==> config.mk <==
export PLATFORM = sky130hd
export DESIGN_NAME = tri_group_irq_enc
export DESIGN_NICKNAME = d
export VERILOG_FILES = /design/src/rtl/irq3_pkg.sv /design/src/rtl/irq3_lowest_pick.sv /design/src/rtl/irq3_mask_reg.sv /design/src/rtl/irq3_peri_tiers.sv /design/src/rtl/tri_group_irq_enc.sv
export SDC_FILE = /design/constraint.sdc
export NUM_CORES = 1
export LEC_CHECK = 0
export ABC_CLOCK_PERIOD_IN_PS = 3100
export BUFFER_PORTS_ARGS = -buffer_cell sky130_fd_sc_hd__buf_2
export CORE_ASPECT_RATIO = 1.2
export CORE_UTILIZATION = 49
export CTS_BUF_LIST = sky130_fd_sc_hd__clkbuf_4
export CTS_CLUSTER_DIAMETER = 80
export DETAILED_ROUTE_END_ITERATION = 12
export GPL_TIMING_DRIVEN = 1
export PLACE_DENSITY = 0.9
export SLEW_MARGIN = 5
export SYNTH_ARGS = -nofsm -noshare
export SYNTH_HDL_FRONTEND = slang
export SYNTH_SLANG_ARGS = --single-unit
==> constraint.sdc <==
create_clock -name clk -period 3.1 [get_ports clk]
set_input_delay 0.31 -clock clk [delete_from_list [all_inputs] [get_ports clk]]
set_output_delay 0.31 -clock clk [all_outputs]
set_load 0.05 [all_outputs]
==> src/rtl/irq3_pkg.sv <==
package irq3_pkg;
  // Status word field placement (software decodes these positions)
  localparam int CRIT_FW  = 2;
  localparam int MAIN_FW  = 5;
  localparam int PERI_FW  = 5;
  localparam int CRIT_LSB = 8;
  localparam int CRIT_VLD = 10;
  localparam int MAIN_LSB = 16;
  localparam int MAIN_VLD = 21;
  localparam int PERI_LSB = 24;
  localparam int PERI_VLD = 29;

  // Reserved codes that stand for boosted peripheral sources
  localparam int CRIT_BOOST_CODE = 2;
  localparam int MAIN_BOOST_CODE = 4;

  // Mask bit for source n is TOP - n
  localparam int MAIN_MASK_TOP = 16;
  localparam int PERI_MASK_TOP = 31;

  localparam int VEC_IW = 6;

  typedef enum logic [1:0] {
    GRP_CRIT = 2'd0,
    GRP_MAIN = 2'd1,
    GRP_PERI = 2'd2,
    GRP_TASK = 2'd3
  } grp_e;
endpackage

==> src/rtl/irq3_lowest_pick.sv <==
module irq3_lowest_pick #(
  parameter int N = 8,
  parameter int W = 3
) (
  input  logic [N-1:0] req,
  output logic         found,
  output logic [W-1:0] idx
);
  // Scan from the top down so the lowest set index is the last one written
  always_comb begin
    idx = '0;
    for (int i = N - 1; i >= 0; i--) begin
      if (req[i]) idx = W'(i);
    end
    found = |req;
  end
endmodule

==> src/rtl/irq3_mask_reg.sv <==
module irq3_mask_reg #(
  parameter int           HI  = 31,
  parameter int           LO  = 0,
  parameter logic [HI:LO] RST = '0
) (
  input  logic         clk,
  input  logic         rst_n,
  input  logic         load,
  input  logic [HI:LO] wdata,
  output logic [HI:LO] q
);
  logic [HI:LO] q_r, q_nxt;

  always_comb begin
    q_nxt = q_r;
    if (load) q_nxt = wdata;
  end

  always_ff @(posedge clk or negedge rst_n) begin
    if (!rst_n) q_r <= RST;
    else        q_r <= q_nxt;
  end

  assign q = q_r;

  assert_mask_load_R5: assert property (@(posedge clk) disable iff (!rst_n)
    load |=> (q == $past(wdata)));

  assert_mask_hold_R5: assert property (@(posedge clk) disable iff (!rst_n)
    !load |=> $stable(q));
endmodule

==> src/rtl/irq3_peri_tiers.sv <==
module irq3_peri_tiers #(
  parameter int N = 22,
  parameter int W = 5
) (
  input  logic [N-1:0]   en,
  input  logic [2*N-1:0] boost,
  output logic           any_high,
  output logic           any_med,
  output logic           found,
  output logic [W-1:0]   idx
);
  localparam int TIERS = 3;  // 0 high, 1 medium, 2 all

  logic [N-1:0] tier_req [TIERS];
  logic         tier_found [TIERS];
  logic [W-1:0] tier_idx [TIERS];

  for (genvar n = 0; n < N; n++) begin : g_src
    assign tier_req[0][n] = en[n] &  boost[2*n+1];
    assign tier_req[1][n] = en[n] & ~boost[2*n+1] & boost[2*n];
    assign tier_req[2][n] = en[n];
  end

  for (genvar t = 0; t < TIERS; t++) begin : g_tier
    irq3_lowest_pick #(.N(N), .W(W)) pick_i (
      .req  (tier_req[t]),
      .found(tier_found[t]),
      .idx  (tier_idx[t])
    );
  end

  always_comb begin
    if (tier_found[0])      idx = tier_idx[0];
    else if (tier_found[1]) idx = tier_idx[1];
    else                    idx = tier_idx[2];
  end

  assign any_high = tier_found[0];
  assign any_med  = tier_found[1];
  assign found    = tier_found[2];
endmodule

==> src/rtl/tri_group_irq_enc.sv <==
module tri_group_irq_enc
  import irq3_pkg::*;
#(
  parameter int          N_MAIN        = 17,
  parameter int          N_PERI        = 22,
  parameter int          N_TASK        = 16,
  parameter logic [31:0] MAIN_MASK_RST = 32'h0001_0fff,
  parameter logic [31:0] PERI_MASK_RST = 32'h7fff_fc00
) (
  input  logic                  clk,
  input  logic                  rst_n,
  input  logic [3:0]            crit_req,
  input  logic [N_MAIN-1:0]     main_req,
  input  logic [N_PERI-1:0]     peri_req,
  input  logic [2*N_PERI-1:0]   peri_boost,
  input  logic [N_TASK-1:0]     task_pend,
  input  logic                  mask_we,
  input  logic                  mask_sel,
  input  logic [31:0]           mask_wdata,
  output logic [31:0]           enc_status,
  output logic [7:0]            irq_vector,
  output logic                  irq
);
  localparam int N_CRIT  = 1 << CRIT_FW;
  localparam int MAIN_HI = MAIN_MASK_TOP;
  localparam int MAIN_LO = MAIN_MASK_TOP - N_MAIN + 1;
  localparam int PERI_HI = PERI_MASK_TOP;
  localparam int PERI_LO = PERI_MASK_TOP - N_PERI + 1;
  localparam int TASK_IW = (N_TASK > 1) ? $clog2(N_TASK) : 1;

  // Mask registers (1 = source blocked)
  logic [MAIN_HI:MAIN_LO] main_mask;
  logic [PERI_HI:PERI_LO] peri_mask;

  irq3_mask_reg #(.HI(MAIN_HI), .LO(MAIN_LO),
                  .RST(MAIN_MASK_RST[MAIN_HI:MAIN_LO])) main_mask_i (
    .clk  (clk),
    .rst_n(rst_n),
    .load (mask_we & ~mask_sel),
    .wdata(mask_wdata[MAIN_HI:MAIN_LO]),
    .q    (main_mask)
  );

  irq3_mask_reg #(.HI(PERI_HI), .LO(PERI_LO),
                  .RST(PERI_MASK_RST[PERI_HI:PERI_LO])) peri_mask_i (
    .clk  (clk),
    .rst_n(rst_n),
    .load (mask_we & mask_sel),
    .wdata(mask_wdata[PERI_HI:PERI_LO]),
    .q    (peri_mask)
  );

  // Peripheral group: masking and boost tiers
  logic [N_PERI-1:0]  peri_en;
  logic               any_high, any_med, peri_found;
  logic [PERI_FW-1:0] peri_idx;

  for (genvar n = 0; n < N_PERI; n++) begin : g_peri_en
    assign peri_en[n] = peri_req[n] & ~peri_mask[PERI_MASK_TOP - n];
  end

  irq3_peri_tiers #(.N(N_PERI), .W(PERI_FW)) peri_i (
    .en      (peri_en),
    .boost   (peri_boost),
    .any_high(any_high),
    .any_med (any_med),
    .found   (peri_found),
    .idx     (peri_idx)
  );

  // Critical and main groups: reserved positions carry the boost summaries
  logic [N_CRIT-1:0] crit_eff;
  logic [N_MAIN-1:0] main_eff;

  for (genvar c = 0; c < N_CRIT; c++) begin : g_crit
    if (c == CRIT_BOOST_CODE) begin : g_rsv
      assign crit_eff[c] = any_high;
    end else begin : g_src
      assign crit_eff[c] = crit_req[c];
    end
  end

  for (genvar n = 0; n < N_MAIN; n++) begin : g_main
    if (n == MAIN_BOOST_CODE) begin : g_rsv
      assign main_eff[n] = any_med;
    end else begin : g_src
      assign main_eff[n] = main_req[n] & ~main_mask[MAIN_MASK_TOP - n];
    end
  end

  logic unused_rsv_bits;
  assign unused_rsv_bits = crit_req[CRIT_BOOST_CODE] ^ main_req[MAIN_BOOST_CODE]
                         ^ main_mask[MAIN_MASK_TOP - MAIN_BOOST_CODE];

  logic               crit_found, main_found, task_found;
  logic [CRIT_FW-1:0] crit_idx;
  logic [MAIN_FW-1:0] main_idx;
  logic [TASK_IW-1:0] task_idx;

  irq3_lowest_pick #(.N(N_CRIT), .W(CRIT_FW)) crit_pick_i (
    .req(crit_eff), .found(crit_found), .idx(crit_idx));

  irq3_lowest_pick #(.N(N_MAIN), .W(MAIN_FW)) main_pick_i (
    .req(main_eff), .found(main_found), .idx(main_idx));

  irq3_lowest_pick #(.N(N_TASK), .W(TASK_IW)) task_pick_i (
    .req(task_pend), .found(task_found), .idx(task_idx));

  // Encoded status word
  always_comb begin
    enc_status = '0;
    enc_status[CRIT_LSB +: CRIT_FW] = crit_idx;
    enc_status[CRIT_VLD]            = crit_found;
    enc_status[MAIN_LSB +: MAIN_FW] = main_idx;
    enc_status[MAIN_VLD]            = main_found;
    enc_status[PERI_LSB +: PERI_FW] = peri_idx;
    enc_status[PERI_VLD]            = peri_found;
  end

  // Combined vector with redirect of reserved codes
  logic crit_boosted, main_boosted, take_crit, take_main, take_peri;
  grp_e              vec_grp;
  logic [VEC_IW-1:0] vec_idx;

  always_comb begin
    crit_boosted = crit_found && (crit_idx == CRIT_FW'(CRIT_BOOST_CODE));
    main_boosted = main_found && (main_idx == MAIN_FW'(MAIN_BOOST_CODE));
    take_crit    = crit_found && !crit_boosted;
    take_main    = !crit_found && main_found && !main_boosted;
    take_peri    = crit_boosted || (!crit_found && main_boosted)
                || (!crit_found && !main_found && peri_found);
    vec_grp = GRP_CRIT;
    vec_idx = '0;
    if (take_crit) begin
      vec_grp = GRP_CRIT;
      vec_idx = VEC_IW'(crit_idx);
    end else if (take_main) begin
      vec_grp = GRP_MAIN;
      vec_idx = VEC_IW'(main_idx);
    end else if (take_peri) begin
      if (peri_idx == '0 && task_found) begin
        vec_grp = GRP_TASK;
        vec_idx = VEC_IW'(task_idx);
      end else begin
        vec_grp = GRP_PERI;
        vec_idx = VEC_IW'(peri_idx);
      end
    end
  end

  assign irq_vector = {vec_grp, vec_idx};
  assign irq        = crit_found | main_found | peri_found;

  // A reserved critical code must be backed by a peripheral winner
  assert_crit_redirect_R6: assert property (@(posedge clk) disable iff (!rst_n)
    (enc_status[CRIT_VLD] && enc_status[CRIT_LSB +: CRIT_FW] == CRIT_FW'(CRIT_BOOST_CODE))
      |-> enc_status[PERI_VLD]);

  // A reserved main code must be backed by a peripheral winner
  assert_main_redirect_R7: assert property (@(posedge clk) disable iff (!rst_n)
    (enc_status[MAIN_VLD] && enc_status[MAIN_LSB +: MAIN_FW] == MAIN_FW'(MAIN_BOOST_CODE))
      |-> enc_status[PERI_VLD]);

  // A main-group vector never coexists with a critical winner
  assert_main_below_crit_R2: assert property (@(posedge clk) disable iff (!rst_n)
    (irq && irq_vector[7:6] == GRP_MAIN) |-> !enc_status[CRIT_VLD]);

  // A task vector only stands for peripheral source 0
  assert_task_from_src0_R11: assert property (@(posedge clk) disable iff (!rst_n)
    (irq_vector[7:6] == GRP_TASK) |->
      (enc_status[PERI_VLD] && enc_status[PERI_LSB +: PERI_FW] == '0));

  // Idle means an all-zero word and vector
  assert_idle_zero_R12: assert property (@(posedge clk) disable iff (!rst_n)
    !irq |-> (enc_status == '0 && irq_vector == '0));
endmodule

## Yosys cells after proc, flatten, opt, wreduce, memory -nomap -nowiden

Cells that the tools add are included.

| word-level totals | value |
|---|---|
| output and inout bits | 41 |
| logic and storage cells | 308 |
| bits of input ports | 139 |
| register bits | 39 |

| cells by class | value |
|---|---|
| reductions and logical operators | 22 |
| bitwise gates (word level) | 169 |
| multiplexer cells | 113 |
| equal/unequal tests | 2 |

Operators by type and width:

| kind | number |
|---|---|
| two-way mux 5 bit | 89 |
| bitwise AND 1 bit | 106 |
| OR reduction 22 bit | 3 |
| two-way mux 4 bit | 16 |
| NOT 1 bit | 61 |
| OR reduction 38 bit | 1 |
| OR reduction 25 bit | 1 |
| OR reduction 16 bit | 1 |
| two-way mux 2 bit | 7 |
| logical AND 1 bit | 9 |
| equality test 5 x 3 -> 1 bit, second input constant | 1 |
| zero test 5 bit | 1 |
| zero test 1 bit | 4 |
| equality test 2 bit, second input constant | 1 |
| logical OR 1 bit | 2 |
| OR 1 bit | 2 |
| two-way mux 1 bit | 1 |

## Longest topological paths before layout

Gate-level depths: netlist (run 1).

| depth | value |
|---|---|
| depth in word-level cells | 34 |
| gate-level depth with buffers | 9 |
| mapped depth without buffers | 9 |

## Cells and area by module

From an unflattened synthesis (run 1), not the netlist that was laid out.

| second synthesis, totals | value |
|---|---|
| cell total of the unflattened synthesis | 468 |
| area, all modules | 3797.4 sq um |

By module, submodules not included:

| module | times used | seq. area each (sq um) | area each (sq um) | cells each |
|---|---|---|---|---|
| irq3_mask_reg at peri_mask_i | 1 | 576.8 | 847.1 | 46 |
| irq3_lowest_pick at peri_i.g_tier[0].pick_i ... | 3 | 0.0 | 261.5 | 43 |
| irq3_mask_reg at main_mask_i | 1 | 441.7 | 701.9 | 36 |
| tri_group_irq_enc | 1 | 0.0 | 654.4 | 99 |
| irq3_peri_tiers | 1 | 0.0 | 412.9 | 83 |
| irq3_lowest_pick at main_pick_i | 1 | 0.0 | 185.2 | 34 |
| irq3_lowest_pick at task_pick_i | 1 | 0.0 | 176.4 | 34 |
| irq3_lowest_pick at crit_pick_i | 1 | 0.0 | 35.0 | 7 |

## Least setup slack after synthesis (run 1)

Ideal clock, no wire load.

| path | value |
|---|---|
| path type | register -> output |
| from | register peri_mask_i.q_r, in the netlist peri_mask_i.q[24] |
| to | output port irq_vector[3] |
| buffers on the path | 0 |
| data arrival time | 3929 ps |
| required time | 2790 ps |
| path slack | -1139 ps |
| stages on the path, launching flop included | 9 |
| path through | dfstp_2 and4bb_1 nor4_4 and4_1 nand2_1 o22ai_1 nor3_2 and4_1 o31ai_1 |

| on the way | value |
|---|---|
| word-level cells in the longest chain between the ends | 20 |
| elaborated cells on any way between the ends | 66 |
| classes of those cells | eq/ne: 2; mux: 38; bitwise: 5; reduce/logical: 21 |

Ends and longest elaborated chain:

| item | line | RTL |
|---|---|---|
| start: declaration | irq3_mask_reg.sv:12 | `logic [HI:LO] q_r, q_nxt;` |
| start signal: assignment | irq3_mask_reg.sv:21 | `else q_r <= q_nxt;` |
| NOT 1 bit * | tri_group_irq_enc.sv:59 | `assign peri_en[n] = peri_req[n] & ~peri_mask[PERI_MASK_TOP - n];` |
| bitwise AND 1 bit * | tri_group_irq_enc.sv:59 |  |
| bitwise AND 1 bit (2 in series) | irq3_peri_tiers.sv:20 | `assign tier_req[1][n] = en[n] & ~boost[2*n+1] & boost[2*n];` |
| two-way mux 5 bit (8 in series) | irq3_lowest_pick.sv:13 | `if (req[i]) idx = W'(i);` |
| two-way mux 5 bit | irq3_peri_tiers.sv:34 | `else if (tier_found[1]) idx = tier_idx[1];` |
| two-way mux 5 bit * | irq3_peri_tiers.sv:33 | `if (tier_found[0]) idx = tier_idx[0];` |
| via enc_status[28] | tri_group_irq_enc.sv:20 | `output logic [31:0] enc_status,` |
| zero test 5 bit * | tri_group_irq_enc.sv:141 | `if (peri_idx == '0 && task_found) begin` |
| logical AND 1 bit * | tri_group_irq_enc.sv:141 |  |
| two-way mux 5 bit * | tri_group_irq_enc.sv:141 |  |
| two-way mux 5 bit * | tri_group_irq_enc.sv:140 | `end else if (take_peri) begin` |
| two-way mux 5 bit * | tri_group_irq_enc.sv:137 | `end else if (take_main) begin` |
| two-way mux 5 bit * | tri_group_irq_enc.sv:134 | `if (take_crit) begin` |
| end: declaration | tri_group_irq_enc.sv:21 | `output logic [7:0] irq_vector,` |

The timed path passes the listed nets; every way through them passes the cells marked *.

## Worst setup path after layout (run 1)

| path | value |
|---|---|
| from | register peri_mask_i.q_r, in the netlist peri_mask_i.q[12] |
| to | output port irq_vector[1] |

| on the way | value |
|---|---|
| word-level cells in the longest chain between the ends | 32 |
| elaborated cells on any way between the ends | 102 |
| classes of those cells | eq/ne: 2; mux: 74; bitwise: 5; reduce/logical: 21 |

Ends and longest elaborated chain:

| item | line |
|---|---|
| NOT 1 bit * | tri_group_irq_enc.sv:59 |
| bitwise AND 1 bit * | tri_group_irq_enc.sv:59 |
| bitwise AND 1 bit (2 in series) | irq3_peri_tiers.sv:20 |
| two-way mux 5 bit (20 in series) | irq3_lowest_pick.sv:13 |
| two-way mux 5 bit | irq3_peri_tiers.sv:34 |
| two-way mux 5 bit | irq3_peri_tiers.sv:33 |
| zero test 5 bit | tri_group_irq_enc.sv:141 |
| logical AND 1 bit | tri_group_irq_enc.sv:141 |
| two-way mux 5 bit | tri_group_irq_enc.sv:141 |
| two-way mux 5 bit | tri_group_irq_enc.sv:140 |
| two-way mux 5 bit | tri_group_irq_enc.sv:137 |
| two-way mux 5 bit * | tri_group_irq_enc.sv:134 |

Every way passes the cells marked *; elsewhere a longest branch is shown, timed or not.

==> results of run 1 <==
## power breakdown
part	switching, mW	leakage [nW]	total, mW	internal, mW
registers	0.0622	0.404	0.681	0.619
logic	0.613	2.04	1.11	0.494
clock network	0.181	0.0286	0.266	0.0846
total	0.856	2.47	2.05	1.20
## layer usage
layer	vias to the layer above	part of all wire, %	wire length (um)
met2	188	52	6370
met4	0	4.1	503
met5	-	0	0
li1	2007	-	-
met1	1987	39	4800
met3	46	4.5	547
## cell families after synthesis
kind of cell,synth area share (%)
DFF,25.8
other,0.0973
AOI/OAI and AO/OA,18.8
buffers and inverters,6.14
and+or+nand+nor,38.1
muxes,11.1
## worst min-delay path by stage
stage	start	end	slack [ps]	cells past startpoint
finish	rst_n	main_mask_i.q[14]	70	1
global route	rst_n	main_mask_i.q[14]	110	1
CTS	rst_n	main_mask_i.q[14]	80	1
detailed placement	rst_n	main_mask_i.q[14]	470	1
global placement	rst_n	main_mask_i.q[14]	450	1
floorplan	rst_n	main_mask_i.q[13]	10	0
## final cells by class
| class | count | area [sq um] |
|---|---|---|
| multi-input cells | 360 | 2940 |
| fillers | 589 | 2180 |
| repair buffers | 212 | 1320 |
| flip-flops and latches | 38 | 993 |
| well taps | 92 | 115 |
| inverters | 17 | 63.8 |
| clock buffers | 5 | 37.5 |
| clock inverters | 3 | 16.3 |
## sequential cells by signal (all words and copies together) (netlist names)
name / count
peri_mask_i.q: 22
main_mask_i.q: 16
## cell usage in the layout (no fill, tap or decap), types with 6 or more instances in the layout
| cell | n |
|---|---|
| sky130_fd_sc_hd__buf_2 | 144 |
| sky130_fd_sc_hd__buf_4 | 50 |
| sky130_fd_sc_hd__mux2_2 | 38 |
| sky130_fd_sc_hd__dfstp_2 | 34 |
| sky130_fd_sc_hd__nand2b_1 | 26 |
| sky130_fd_sc_hd__nor2_1 | 22 |
| sky130_fd_sc_hd__nand2_1 | 21 |
| sky130_fd_sc_hd__nor2b_1 | 21 |
| sky130_fd_sc_hd__nand3b_1 | 21 |
| sky130_fd_sc_hd__a21oi_1 | 19 |
| sky130_fd_sc_hd__conb_1 | 18 |
| sky130_fd_sc_hd__inv_1 | 14 |
| sky130_fd_sc_hd__buf_6 | 13 |
| sky130_fd_sc_hd__nand4_1 | 12 |
| sky130_fd_sc_hd__o21ai_0 | 12 |
| sky130_fd_sc_hd__nand3_1 | 9 |
| sky130_fd_sc_hd__nor4bb_1 | 8 |
| sky130_fd_sc_hd__nor4bb_2 | 7 |
| sky130_fd_sc_hd__o31ai_1 | 7 |
| sky130_fd_sc_hd__a31oi_1 | 6 |
## worst max-delay path, stage by stage (launching register included)
cell	delay, ps
sky130_fd_sc_hd__dfstp_2	560
sky130_fd_sc_hd__and4bb_2	250
sky130_fd_sc_hd__or4_4	430
sky130_fd_sc_hd__or2_4	300
sky130_fd_sc_hd__nor2_8	110
sky130_fd_sc_hd__nor4b_4	60
sky130_fd_sc_hd__a311oi_4	320
sky130_fd_sc_hd__inv_2	100
sky130_fd_sc_hd__a221oi_4	370
sky130_fd_sc_hd__o32ai_4	130
sky130_fd_sc_hd__buf_6	190
## timing repair
item	CTS	global route
hold buffers	0	0
pin swaps	12	18
gates resized for setup	34	30
setup endpoints to repair	13	15
setup buffers	6	6
==> metrics, run 1 <==
worst hold slack 73.8 ps; remaining design rule violation count 0; nature of the critical path endpoint output pin; area share of the leading cell type in the synthesized netlist 23.2%; pins over their slew limit 0; Pwr Density 375 nW/um^2; global-route met1 utilization 32.8%; met3 Track Usage GR 2.82%; GRT Overall Usage 28.4%; slew at the pin closest to its max-slew limit 967 ps; area of all placed cells without fillers 5480 sq um; Most used DFF post-synth sky130_fd_sc_hd__dfstp_2; Area after DPL 5080 sq um; maximum clock insertion buffer count 2; average vias per placed instance 5.82; startpoint of the most critical register-to-register path peri_mask_i.q[18]; number of different library cells in the post-synthesis netlist 81; register area share after synthesis 25.8%; worst slew margin relative to its limit 35.4%; vias in the first global route 4288; post-layout minimum cycle time 3460 ps; total number of vias 4228; Avg Inst Size Synth 9.11 sq um; die outline height 99.1 um; most common cell in the netlist sky130_fd_sc_hd__mux2_2; total die area 8220 sq um; number of top-level pins 180; starting density of the core 50.3%; final sum of negative setup slack -2180 ps; Setup Viol. Count Final 10; worst setup slack after layout -356 ps; die extent in x 83.0 um; peak-usage layer in the global routing report met2; CTS clk-pin slew, worst paths 120 ps; TritonCTS clock tree built; number of storage elements in the synthesis netlist 38; overall routed net length 12200 um; net count reported at finish 773; async set or reset register ratio after synthesis 100%; number of instances in the placed design 707; port buffer count 159; share of the core filled with cells in the final layout 71.5%; total of max-cap violations 0; total standard cell area after synthesis 3850 sq um; number of search-and-repair iterations in the first detailed-routing pass 5; Detailed Route Iter0 Violations 252; maximum fanout encountered on the critical timing path 5; DP Wirelength 9700 um; RSZ-0062 raised after global routing yes; Crit Reg-Reg Endpoint peri_mask_i.q[18]; average routed wire per standard cell 16.8 um; Worst setup startpoint peri_mask_i.q[12]; Max VDD drop 260 uV; slack of the worst reg-to-reg path 2240 ps; start-to-end type of the worst setup path flop to output pin; Max Clk Rate 289 MHz; non-filler instance count after layout 727; pre-CTS worst setup slack -164 ps; maximum number of pins on one net before global-route repair 39; CTS Buf Count 5; number of flops mapped to enable cells by yosys 0; total design power 2.05 mW; library cell used as clock root buffer sky130_fd_sc_hd__clkbuf_4; gate count after technology mapping 423; CP Capture Point irq_vector[1]; number of placement rows 35; type of the most critical hold path primary input to async pin; leak pwr 2.47 nW; share of the clock period used by the worst path 111%; Area growth, synth to finish 42.2%; number of hold-slack violations in the final timing report 0; critical path startpoint category flop; arrival time of data at the critical path endpoint 3150 ps; final weighted congestion in routability-driven placement 0.981; result of the run complete, but fails checks; number of warnings printed during yosys synthesis 0; most area-consuming cells after synthesis sky130_fd_sc_hd__dfstp_2 (23%), sky130_fd_sc_hd__mux2_2 (11%), sky130_fd_sc_hd__nand2b_1 (4.4%); dominant cell type by area after synthesis sky130_fd_sc_hd__dfstp_2; clock network latency to the later pin of the worst-skew pair 340 ps; worst path required time 2790 ps; core region area 7660 sq um; violations in the final reports setup timing; Antenna Nets Post-Route 0; final clock skew 0 ps; cell count of the worst reg-to-reg path 2; fraction of final layout cells sized beyond drive strength 1 55.9%; met2 Track Usage GR 52.7%; total congestion overflow 0; antenna cell count 0; CTS H-tree depth 2; wire length of the first global-routing pass 19100 um; commonest cells in the synthesized netlist sky130_fd_sc_hd__mux2_2 (38), sky130_fd_sc_hd__dfstp_2 (34), sky130_fd_sc_hd__nand2b_1 (27); number of clock sinks 38; initial antenna violation count 0
(Power assumes the default switching activity.)
==> run 2, diff against run 1 <==
Settings changed: ABC_CLOCK_PERIOD_IN_PS 3100 to 4400, CORE_UTILIZATION 49 to 51, PLACE_DENSITY 0.9 to 0.92.
Clock period 3.1 ns to 4.4 ns, I/O delays scaled along.
==> run 2 against run 1 <==
Effect of this change:
- the flow now finishes without violations
- global-route usage is 1.2 points higher
- hold slack better by 110 ps
- critical endpoint is now irq_vector[3]
- critical path depth is 1 lower
- non-clock buffer count is 51 lower
- critical path type unchanged
==> metrics, run 2 (synthesis results as in run 1) <==
total number of vias 4073; overall routed net length 11300 um; TritonCTS clock tree built; total die area 7910 sq um; combinational share of power 48.6%; most frequent standard cell in the layout excluding fill and tap cells sky130_fd_sc_hd__buf_2; number of gates given a new drive strength after cts 0; CTS Buf Count 5; port buffer count 159; number of hold-slack violations in the final timing report 0; sequential power share 36.7%; cell-internal power 0.749 mW; Area growth, synth to finish 22.5%; total congestion overflow 0; total design power 1.30 mW; net switching share of the total power 42.5%; arrival time of data at the critical path endpoint 3490 ps; Antenna Nets Post-Route 0; vias in the first global route 4117; initial antenna violation count 0; slack of the worst reg-to-reg path 3610 ps; Detailed Route Iter0 Violations 200; DP Wirelength 9380 um; final weighted congestion in routability-driven placement 0.937; total of max-cap violations 0; Max Clk Rate 254 MHz; library cell used as clock root buffer sky130_fd_sc_hd__clkbuf_4; worst path required time 3960 ps; count of filler cells inserted in the layout 631; critical path startpoint category flop; post-layout minimum cycle time 3930 ps; die outline height 97.2 um; number of setup buffers added after CTS 0; clock share of power 14.7%; Pwr Density 276 nW/um^2; pins over their slew limit 0; number of top-level pins 180; die extent in x 81.4 um; area of all placed cells without fillers 4720 sq um; net count reported at finish 722; core region area 7270 sq um; maximum number of pins on one net before global-route repair 39; remaining design rule violation count 0; antenna cell count 0; CTS clk-pin slew, worst paths 140 ps; final clock skew 0 ps; fraction of final layout cells sized beyond drive strength 1 47.8%; number of placement rows 34; number of search-and-repair iterations in the first detailed-routing pass 5; cell count of the worst reg-to-reg path 1; Area after DPL 4670 sq um; type of the most critical hold path primary input to async pin; CTS H-tree depth 2; clock network latency to the later pin of the worst-skew pair 360 ps; nature of the critical path endpoint output pin; highest-count cells in the layout ignoring fill and taps sky130_fd_sc_hd__buf_2 (159), sky130_fd_sc_hd__mux2_2 (38), sky130_fd_sc_hd__dfstp_2 (34); start-to-end type of the worst setup path flop to output pin; maximum clock insertion buffer count 2; Max VDD drop 164 uV; count of hold buffers inserted by post-cts repair 0; GRT Overall Usage 29.6%; leak pwr 2.12 nW; flip-flop count of the largest register, all copies and words added 22; starting density of the core 53.0%; share of the clock period used by the worst path 89.3%; worst slew margin relative to its limit 33.0%; wire length of the first global-routing pass 18300 um; result of the run completed; maximum fanout encountered on the critical timing path 6; net switching power 0.554 mW; slew at the pin closest to its max-slew limit 1000 ps; startpoint of the most critical register-to-register path peri_mask_i.q[15]; average vias per placed instance 6.04; number of clock sinks 38; average routed wire per standard cell 16.8 um; Crit Reg-Reg Endpoint peri_mask_i.q[15]; final sum of negative setup slack 0 ps; Setup Viol. Count Final 0; RSZ-0062 raised after global routing no
run 2: cell count changes in the layout (fill, tap and decap cells not counted), moves of 3 or more:
| cell | change |
|---|---|
| sky130_fd_sc_hd__buf_2 | +15 |
| sky130_fd_sc_hd__buf_8 | -5 |
| sky130_fd_sc_hd__o21ai_0 | +3 |
| sky130_fd_sc_hd__o21ai_4 | -3 |
| sky130_fd_sc_hd__nor4bb_1 | +6 |
| sky130_fd_sc_hd__buf_6 | -13 |
| sky130_fd_sc_hd__buf_4 | -48 |
| sky130_fd_sc_hd__nor4bb_2 | -6 |
run 2: final cells by class:
type                    count  area (sq um)  area share [%]
multi-input cells         360          2690            56.9
clock buffers               5          37.5           0.795
flip-flops and latches     38           993            21.0
clock inverters             3          16.3           0.344
inverters                  17          63.8            1.35
well taps                  90           113            2.38
repair buffers            161           811            17.2
run 2: power groups by stage:
stage                     clock network, mW  logic (mW)  registers, mW
after CTS                             0.195       0.627          0.477
final                                 0.192       0.633          0.479
after floorplan                           0       0.465          0.467
after global placement                    0       0.612          0.477
after global routing                  0.204       0.684          0.487
after detailed placement                  0       0.625          0.482
run 2: per-layer routing:
layer / share of wire (%) / GRT usage (%) / up-vias
met4: 3.2 / 14.1 / 0
li1: - / - / 1903
met1: 39 / 34.0 / 1954
met5: 0 / 0 / -
met2: 51 / 51.9 / 184
met3: 6.4 / 4.32 / 32
run 2: worst max path at each step:
stage	startpoint	endpoint	slack [ps]	depth (start not counted)
global route	peri_mask_i.q[25]	irq_vector[3]	350	9
global placement	peri_boost[9]	irq_vector[3]	910	10
finish	peri_mask_i.q[25]	irq_vector[3]	470	9
floorplan	peri_mask_i.q[24]	irq_vector[3]	30	8
detailed placement	peri_boost[9]	irq_vector[3]	840	10
CTS	peri_mask_i.q[25]	irq_vector[3]	530	9
run 2: critical path: stages, from the launching register on:
cell,delay [ps]
sky130_fd_sc_hd__dfstp_2,580
sky130_fd_sc_hd__nand3b_1,200
sky130_fd_sc_hd__nand4_1,270
sky130_fd_sc_hd__nor4_4,500
sky130_fd_sc_hd__nand2_4,110
sky130_fd_sc_hd__o32ai_2,430
sky130_fd_sc_hd__nor3_2,120
sky130_fd_sc_hd__and4_1,210
sky130_fd_sc_hd__o31ai_1,370
sky130_fd_sc_hd__buf_2,340
run 2: metrics by stage:
step | hold slack [ps] | worst slack (ps) | cells | util [%]
6_report | 187 | 470 | 674 | 64.9
3_3_place_gp | 486 | 909 | 666 | 64.2
4_1_cts | 209 | 532 | 674 | 64.9
3_5_place_dp | 499 | 836 | 666 | 64.2
5_1_grt | 241 | 349 | 674 | 64.9
2_1_floorplan | 144 | 31.0 | 440 | -
==> run 3, diff against run 2 <==
Settings changed: REMOVE_ABC_BUFFERS set to 1.
==> run 3 against run 2 <==
Effect of this change:
- die area is the same
- register-to-register slack is essentially flat
- cell count is the same
- maximum frequency grew 2.9%
- clock-buffer cell count is the same
- critical path type unchanged
==> metrics, run 3 (synthesis results as in run 1) <==
number of setup buffers added after CTS 0; total of max-cap violations 0; GRT Overall Usage 28.4%; arrival time of data at the critical path endpoint 3380 ps; die extent in x 81.4 um; antenna cell count 0; slack of the worst reg-to-reg path 3610 ps; initial antenna violation count 0; maximum clock insertion buffer count 2; result of the run completed; CP Capture Point irq_vector[3]; cell count of the worst reg-to-reg path 1; highest-count cells in the layout ignoring fill and taps sky130_fd_sc_hd__buf_2 (159), sky130_fd_sc_hd__mux2_2 (38), sky130_fd_sc_hd__dfstp_2 (34); die outline height 97.2 um; average routed wire per standard cell 16.3 um; final weighted congestion in routability-driven placement 0.916; Setup Viol. Count Final 0; vias in the first global route 3961; port buffer count 159; clock network latency to the later pin of the worst-skew pair 350 ps; flip-flop count of the largest register, all copies and words added 22; slew at the pin closest to its max-slew limit 949 ps; DP Wirelength 9280 um; total congestion overflow 0; maximum number of pins on one net before global-route repair 39; average vias per placed instance 5.92; number of top-level pins 180; critical path startpoint category flop; worst slew margin relative to its limit 36.6%; final sum of negative setup slack 0 ps; final clock skew 0 ps; starting density of the core 53.0%; multi-input logic area 2690 sq um; RSZ-0062 raised after global routing no; type of the most critical hold path primary input to async pin; count of filler cells inserted in the layout 613; remaining design rule violation count 0; library cell used as clock root buffer sky130_fd_sc_hd__clkbuf_4; Max VDD drop 180 uV; Worst setup startpoint peri_mask_i.q[26]; most frequent standard cell in the layout excluding fill and tap cells sky130_fd_sc_hd__buf_2; Antenna Nets Post-Route 0; Max Clk Rate 262 MHz; CTS clk-pin slew, worst paths 140 ps; overall routed net length 11000 um; Crit Reg-Reg Endpoint peri_mask_i.q[30]; maximum fanout encountered on the critical timing path 6; worst path required time 3960 ps; total die area 7910 sq um; number of instances in the placed design 666; net count reported at finish 722; leak pwr 2.12 nW; count of hold buffers inserted by post-cts repair 0; TritonCTS clock tree built; number of hold-slack violations in the final timing report 0; fraction of final layout cells sized beyond drive strength 1 47.8%; Pwr Density 274 nW/um^2; post-layout minimum cycle time 3820 ps; CTS H-tree depth 2; Area growth, synth to finish 22.5%; Detailed Route Iter0 Violations 223; CTS Buf Count 5; startpoint of the most critical register-to-register path peri_mask_i.q[30]; number of placement rows 34; pins over their slew limit 0; nature of the critical path endpoint output pin; start-to-end type of the worst setup path flop to output pin; non-filler instance count after layout 674; number of search-and-repair iterations in the first detailed-routing pass 5; wire length of the first global-routing pass 17600 um; share of the core filled with cells in the final layout 64.9%; total number of vias 3992; register area 993 sq um; number of gates given a new drive strength after cts 0; total design power 1.29 mW; number of clock sinks 38; share of the clock period used by the worst path 86.8%; core region area 7270 sq um
==> run 3: cell counts in the layout (fill, tap and decap cells not counted) <==
Identical to the previous run, type by type.
==> run 3: how the worst min path moves through the flow <==
stage,end,slack (ps),cells after the start
after global placement,main_mask_i.q[14],490,1
after CTS,peri_mask_i.q[31],190,1
after detailed placement,main_mask_i.q[13],500,1
final,peri_mask_i.q[31],160,1
after global routing,peri_mask_i.q[31],230,1
after floorplan,main_mask_i.q[13],140,0
==> run 3: metal layers <==
metal	GRT usage, %	vias to the layer above	part of all wire (%)
met4	14.1	0	4.0
met5	0	-	0
met2	50.7	199	51
li1	-	1904	-
met3	3.10	40	5.9
met1	32.3	1849	39
==> run 3: area by class of cell <==
type	count	share of cell area [%]
clock buffers	5	0.795
clock inverters	3	0.344
inverters	17	1.35
multi-input cells	360	56.9
flip-flops and latches	38	21.0
well taps	90	2.38
repair buffers	161	17.2
==> run 3: critical path, stage by stage, from the launching register on <==
cell                       delay (ps)
sky130_fd_sc_hd__dfstp_2          570
sky130_fd_sc_hd__nand3b_1         200
sky130_fd_sc_hd__nand4_1          240
sky130_fd_sc_hd__nor4_4           520
sky130_fd_sc_hd__nand2_4          120
sky130_fd_sc_hd__o32ai_2          430
sky130_fd_sc_hd__nor3_2           120
sky130_fd_sc_hd__and4_1           200
sky130_fd_sc_hd__o31ai_1          280
sky130_fd_sc_hd__buf_2            320
==> run 3: stage by stage <==
stage	hold WS, ps	instance area, sq um	worst slack, ps
floorplan	144	3740	31.0
global placement	487	4670	915
detailed placement	504	4670	905
CTS	185	4720	588
global route	226	4720	387
finish	159	4720	582
==> run 3: report_power, final <==
group | switching [mW] | total (mW) | internal [mW] | leakage (nW)
Sequential | 0.0415 | 0.478 | 0.436 | 0.404
Combinational | 0.375 | 0.628 | 0.253 | 1.68
Clock | 0.128 | 0.188 | 0.0595 | 0.0286
Total | 0.545 | 1.29 | 0.749 | 2.12
